$ cat src/rtl/sine_interp_pkg.sv
package sine_interp_pkg;

  localparam int PHASE_W   = 16;
  localparam int IDX_W     = 5;
  localparam int FRAC_W    = 8;
  localparam int AMP_W     = 8;
  localparam int TABLE_LEN = 1 << IDX_W;
  localparam int DROP_W    = PHASE_W - IDX_W - FRAC_W;

  typedef struct packed {
    logic loadFetch;
    logic loadResult;
  } stageStrobes_t;

  // Quarter-wave magnitude above mid-scale, points 0..8 of a 32-point cycle.
  function automatic logic [AMP_W-1:0] quarterPoint(input logic [3:0] off);
    logic [AMP_W-1:0] v;
    case (off)
      4'd0:    v = 8'd128;
      4'd1:    v = 8'd153;
      4'd2:    v = 8'd177;
      4'd3:    v = 8'd199;
      4'd4:    v = 8'd218;
      4'd5:    v = 8'd234;
      4'd6:    v = 8'd245;
      4'd7:    v = 8'd253;
      default: v = 8'd255;
    endcase
    return v;
  endfunction

  // Full-cycle point from quarter-wave symmetry.
  function automatic logic [AMP_W-1:0] sinePoint(input logic [IDX_W-1:0] k);
    logic [3:0]       off;
    logic [AMP_W-1:0] q;
    logic [AMP_W:0]   neg;
    off = {1'b0, k[2:0]};
    if (k[3]) q = quarterPoint(4'd8 - off);
    else      q = quarterPoint(off);
    neg = 9'd256 - {1'b0, q};
    if (k[4]) return neg[AMP_W-1:0];
    else      return q;
  endfunction

endpackage

$ cat src/rtl/interp_ctrl.sv
module interp_ctrl
  import sine_interp_pkg::*;
(
  input  logic          clk,
  input  logic          rstN,
  input  logic          phaseValid,
  output stageStrobes_t strobes,
  output logic          ampValid
);

  logic fetchValidQ;

  always_ff @(posedge clk) begin
    if (!rstN) begin
      fetchValidQ <= 1'b0;
      ampValid    <= 1'b0;
    end else begin
      fetchValidQ <= phaseValid;
      ampValid    <= fetchValidQ;
    end
  end

  always_comb begin
    strobes.loadFetch  = phaseValid;
    strobes.loadResult = fetchValidQ;
  end

endmodule

$ cat src/rtl/interp_datapath.sv
module interp_datapath
  import sine_interp_pkg::*;
#(
  parameter int PW = PHASE_W,
  parameter int IW = IDX_W,
  parameter int FW = FRAC_W,
  parameter int AW = AMP_W
) (
  input  logic          clk,
  input  logic          rstN,
  input  stageStrobes_t strobes,
  input  logic [PW-1:0] phaseIn,
  output logic [AW-1:0] ampOut,
  output logic [AW-1:0] baseQ,
  output logic [AW-1:0] nextQ,
  output logic [FW-1:0] fracQ
);

  localparam int IDX_LSB = PW - IW;
  localparam int FRAC_LSB = IDX_LSB - FW;
  localparam int PROD_W = AW + FW + 2;
  localparam int STEP_W = AW + 2;

  logic [IW-1:0] baseIdx;
  logic [IW-1:0] nextIdx;
  logic [FW-1:0] fracBits;

  assign baseIdx  = phaseIn[PW-1 -: IW];
  assign nextIdx  = baseIdx + 1'b1;
  assign fracBits = phaseIn[FRAC_LSB +: FW];

  always_ff @(posedge clk) begin
    if (!rstN) begin
      baseQ <= '0;
      nextQ <= '0;
      fracQ <= '0;
    end else if (strobes.loadFetch) begin
      baseQ <= sinePoint(baseIdx);
      nextQ <= sinePoint(nextIdx);
      fracQ <= fracBits;
    end
  end

  logic signed [AW:0]       diff;
  logic signed [PROD_W-1:0] prod;
  logic signed [STEP_W-1:0] step;
  logic signed [STEP_W-1:0] sum;

  always_comb begin
    diff = $signed({1'b0, nextQ}) - $signed({1'b0, baseQ});
    prod = diff * $signed({1'b0, fracQ});
    step = prod[FW +: STEP_W];
    sum  = $signed({2'b00, baseQ}) + step;
  end

  always_ff @(posedge clk) begin
    if (!rstN) begin
      ampOut <= '0;
    end else if (strobes.loadResult) begin
      ampOut <= sum[AW-1:0];
    end
  end

endmodule

$ cat src/rtl/sine_interp_lookup.sv
module sine_interp_lookup
  import sine_interp_pkg::*;
(
  input  logic        clk,
  input  logic        rstN,
  input  logic [15:0] phaseIn,
  input  logic        phaseValid,
  output logic [7:0]  ampOut,
  output logic        ampValid
);

  stageStrobes_t   strobes;
  logic [AMP_W-1:0]  baseTap;
  logic [AMP_W-1:0]  nextTap;
  logic [FRAC_W-1:0] fracTap;

  interp_ctrl u_ctrl (
    .clk        (clk),
    .rstN       (rstN),
    .phaseValid (phaseValid),
    .strobes    (strobes),
    .ampValid   (ampValid)
  );

  interp_datapath u_dp (
    .clk     (clk),
    .rstN    (rstN),
    .strobes (strobes),
    .phaseIn (phaseIn),
    .ampOut  (ampOut),
    .baseQ   (baseTap),
    .nextQ   (nextTap),
    .fracQ   (fracTap)
  );

endmodule

$ cat config.mk
export PLATFORM = sky130hd
export DESIGN_NAME = sine_interp_lookup
export DESIGN_NICKNAME = d
export VERILOG_FILES = /design/src/rtl/sine_interp_pkg.sv /design/src/rtl/interp_ctrl.sv /design/src/rtl/interp_datapath.sv /design/src/rtl/sine_interp_lookup.sv
export SDC_FILE = /design/constraint.sdc
export NUM_CORES = 1
export LEC_CHECK = 0
export ABC_AREA = 1
export BUFFER_PORTS_ARGS = -buffer_cell sky130_fd_sc_hd__buf_2
export CORE_ASPECT_RATIO = 0.9
export CORE_MARGIN = 3
export CORE_UTILIZATION = 64
export DETAILED_ROUTE_END_ITERATION = 6
export HOLD_SLACK_MARGIN = 0.12
export PLACE_DENSITY = 0.92
export REMOVE_ABC_BUFFERS = 1
export SYNTH_ARGS = -nofsm -noshare
export SYNTH_HDL_FRONTEND = slang
export SYNTH_SLANG_ARGS = --single-unit
$ cat constraint.sdc
create_clock -name clk -period 7.6 [get_ports clk]
set_clock_uncertainty 0.05 [all_clocks]
set_input_delay 1.52 -clock clk [delete_from_list [all_inputs] [get_ports clk]]
set_output_delay 1.52 -clock clk [all_outputs]
set_load 0.005 [all_outputs]
==> parameters.txt <==
Parameter                              Value

Synthesis
  Mapped Avg Cell Area ... 6.90 um2
  Number of cells produced by synthesis ... 740
  Area of the mapped netlist ... 5100 um2
  Synthesis Warnings ... 0
  Proportion of synthesized chip area in sequential cells ... 0.133
  Synthesized flop and latch total ... 34
  Number of distinct library cell variants in the gate-level netlist after synthesis ... 36

Setup path
  Nature of the critical path startpoint ... register
  Worst setup path category ... reg -> reg
  Required time of the critical path ... 7.75 ns
  Dominant delay contributor by cell family on the critical path ... adder cells
  CP Capture Type ... register
  Worst path max stage delay ... 0.56 ns
  CP Buf/Inv Count ... 7
  Critical path's most frequent cell ... nand2_1
  CP arrival ... 7.22 ns
  Largest fanout of any net on the critical path ... 6
  Cell with the largest stage delay on the worst path ... fa_1

Timing
  Transition time of the tightest slew-check pin ... 0.558 ns
  Post-layout minimum cycle time ... 7.07 ns
  Max Transition Viols Final ... 0
  Setup_tns ... 0 ns
  Worst slew margin relative to its limit ... 0.626
  Number of endpoints with negative hold slack in the final report ... 0
  Max Freq ... 141 MHz
  Post-route setup slack ... 0.528 ns
  Final setup vio count ... 0
  Share of the clock period used by the worst path after layout ... 0.930

Die
  Boundary Pins ... 28
  Initial cell density of the core ... 0.666
  Die area ... 9080 um2
  Number of core rows ... 30
  Width of the die ... 100 um
  Floorplan core area ... 7660 um2
  Vertical extent of the die ... 90.7 um

Drt
  Average wire per standard cell ... 14.2 um
  DR vias/cell ... 5.59
  Total number of vias ... 4771
  Detailed Route WL ... 12100 um
  Number of search-and-repair iterations in the first detailed-routing pass ... 5
  DRC ... 0
  Post-detailed-route count of antenna-violating nets ... 0
  Number of DRC violations after detailed-routing iteration 0 ... 398

CTS
  Worst-skew pair later-pin latency ... 0.29 ns
  CTS Root Cell ... clkbuf_8
  Clock Tree Buf Depth ... 2
  Hold buffer count at cts ... 0
  Clock Sinks ... 34
  Cts bufs inserted ... 5
  Clock-pin slew on the worst setup and hold paths ... 0.08 ns
  Clock tree from TritonCTS ... built
  Number of setup buffers added after CTS ... 0
  H-tree levels ... 2

Power
  Proportion of power drawn by flip-flops and latches ... 0.109
  Worst-case vdd ir drop ... 0.378 mV
  Sw Pwr ... 1.18 mW
  Internal power ... 931 uW
  Power density over cell area ... 392 nW/um2
  Leakage power total ... 3.01 nW
  Relative contribution of the clock network to total power ... 0.065
  Net Sw Frac ... 0.559
  Fraction of power consumed by combinational cells ... 0.827

Cells and area
  Number of antenna repair diodes ... 0
  Final core occ ... 0.702
  Non-filler instance count after layout ... 853
  Post-route cell area ... 5380 um2
  Fin nets ... 882
  Area growth from synthesis to layout ... 5.42%
  Fraction of final layout cells with drive strength greater than 1 ... 0.0608
  Total of fill cells in the finished design ... 656

Placed design
  Cells after DPL ... 845
  Area after DPL ... 5280 um2
  Count of input and output buffers ... 24
  Routability Congestion ... 1.01
  Estimated wirelength of the detail-placed design ... 9800 um
  Setup slack at placement ... 0.498 ns

Hold path
  Worst hold path class ... reg -> reg

GRT
  Initial antenna violation count ... 0
  Via count of the first global-routing pass ... 4736
  GRT Util Overall ... 0.281
  Leftover overflow at the end of global routing ... 0
  Global-route wire length before repair ... 21200 um
  Largest net degree at the start of global routing ... 29

Flow run
  Number of max-cap violations ... 0

Run status
  Run status ... completed
==> path summary, 6_finish.rpt <==
kind	from	endpoint	slack [ns]	depth (start not counted)
worst max-delay path	u_dp.baseQ[1]$_SDFFE_PN0P_	u_dp.ampOut[7]$_SDFFE_PN0P_	0.53	42
worst min-delay path	u_dp.nextQ[1]$_SDFFE_PN0P_	u_dp.nextQ[1]$_SDFFE_PN0P_	0.46	2
worst max register to register	u_dp.baseQ[1]$_SDFFE_PN0P_	u_dp.ampOut[7]$_SDFFE_PN0P_	0.53	42
worst min register to register	u_dp.nextQ[1]$_SDFFE_PN0P_	u_dp.nextQ[1]$_SDFFE_PN0P_	0.46	2
==> registers in the layout (all words and copies together), names as in the netlist <==
signal and cells:
u_ctrl.fetchValidQ 1, u_dp.ampOut 8, u_dp.nextQ 8, u_dp.baseQ 8
u_ctrl.ampValid 1, u_dp.fracQ 8
==> cell usage after synthesis <==
cell type | number | area [um2]
a32o_1 | 1 | 10.0
o21ai_1 | 3 | 15.0
nand3b_1 | 3 | 22.5
a21o_1 | 1 | 7.51
a211oi_1 | 2 | 15.0
o21bai_1 | 2 | 15.0
nor2_1 | 73 | 274
buf_4 | 2 | 15.0
o221ai_1 | 1 | 8.76
buf_1 | 1 | 3.75
o211ai_1 | 6 | 45.0
a21boi_0 | 3 | 22.5
clkbuf_1 | 9 | 33.8
o31ai_1 | 1 | 7.51
nand2_2 | 3 | 18.8
fa_1 | 56 | 1120
inv_2 | 2 | 7.51
o21ai_2 | 1 | 8.76
xnor2_1 | 12 | 105
nand3_1 | 30 | 150
or2_2 | 3 | 18.8
dfxtp_1 | 34 | 681
nor3_1 | 1 | 5.00
nand2_1 | 162 | 608
inv_1 | 160 | 601
clkinv_1 | 3 | 11.3
nand3_2 | 1 | 10.0
o21ai_0 | 46 | 230
xor2_1 | 11 | 96.3
a21oi_1 | 43 | 215
nor3_2 | 1 | 10.0
o21a_1 | 1 | 7.51
ha_1 | 51 | 638
nand4_1 | 5 | 31.3
buf_2 | 4 | 20.0
a31oi_1 | 2 | 12.5
==> cell usage in the layout, fill, tap and decap left out <==
master      instances
o31ai_1             1
o21bai_1            2
clkinvlp_4          1
a21o_1              1
a32o_1              1
nor2_1             73
o21ai_1             4
nand4_1             5
nand2_1           162
buf_4               1
inv_2               2
a211oi_1            2
xor2_1             10
o21ai_2             1
o211ai_1            6
a21oi_2             1
xnor2_1            12
o21a_1              1
o21ai_0            45
nand3_1            30
a21oi_1            42
nand3_2             1
or2_2               3
o221ai_1            1
ha_1               51
xor2_2              1
a21boi_0            3
nand2_2             3
nand3b_1            3
clkbuf_8            5
clkinv_2            1
fa_1               56
dfxtp_1            34
inv_1             160
clkinv_1            3
nor3_2              1
buf_2              24
nor3_1              1
clkinv_4            1
a31oi_1             2
==> tightest hold or removal path, delay by kind of cell, from the launching register on <==
| family | cells | cell delay, ns |
|---|---|---|
| DFF | 1 | 0.34 |
| and+or+nand+nor | 1 | 0.07 |
| AOI/OAI and AO/OA | 1 | 0.06 |
==> per-layer routing <==
metal / vias to the layer above / share of wire / global-route usage
li1: 2305 / - / -
met1: 2191 / 0.42 / 0.379
met2: 240 / 0.47 / 0.472
met3: 35 / 0.081 / 0.0409
met4: 0 / 0.024 / 0.0685
met5: - / 0 / 0
==> through the flow <==
step / power (mW) / hold slack, ns
after floorplan: 1.52 / 0.403
after global placement: 1.82 / 0.429
after detailed placement: 1.92 / 0.442
after CTS: 2.08 / 0.454
after global routing: 2.38 / 0.500
final: 2.11 / 0.458
==> logic make-up after synthesis <==
family	synth area share
xor+xnor	0.0395
fa+ha+maj	0.345
flops	0.133
simple gates	0.225
compound gates	0.122
buf+inv	0.136
==> timing repair <==
item | CTS | global route
endpoints found under the hold margin | 0 | 0
endpoints found under the setup margin | 0 | 2
gates resized for setup | 0 | 3
==> layout make-up <==
type	instances	area (um2)	area share
clock inverter	3	21.3	0.00395
inverter	165	619	0.115
clock buffer	5	68.8	0.0128
timing repair buffer	25	128	0.0237
tap	96	120	0.0223
multi-input combinational	525	3740	0.696
sequential	34	681	0.127
==> power groups by stage <==
| stage | combinational (mW) | sequential (mW) | clock [mW] |
|---|---|---|---|
| global placement | 1.59 | 0.231 | 0 |
| CTS | 1.71 | 0.228 | 0.138 |
| global route | 2.00 | 0.231 | 0.147 |
| finish | 1.74 | 0.229 | 0.136 |
| detailed placement | 1.69 | 0.232 | 0 |
| floorplan | 1.30 | 0.227 | 0 |
Note: power is estimated with default switching activity, not from simulation.
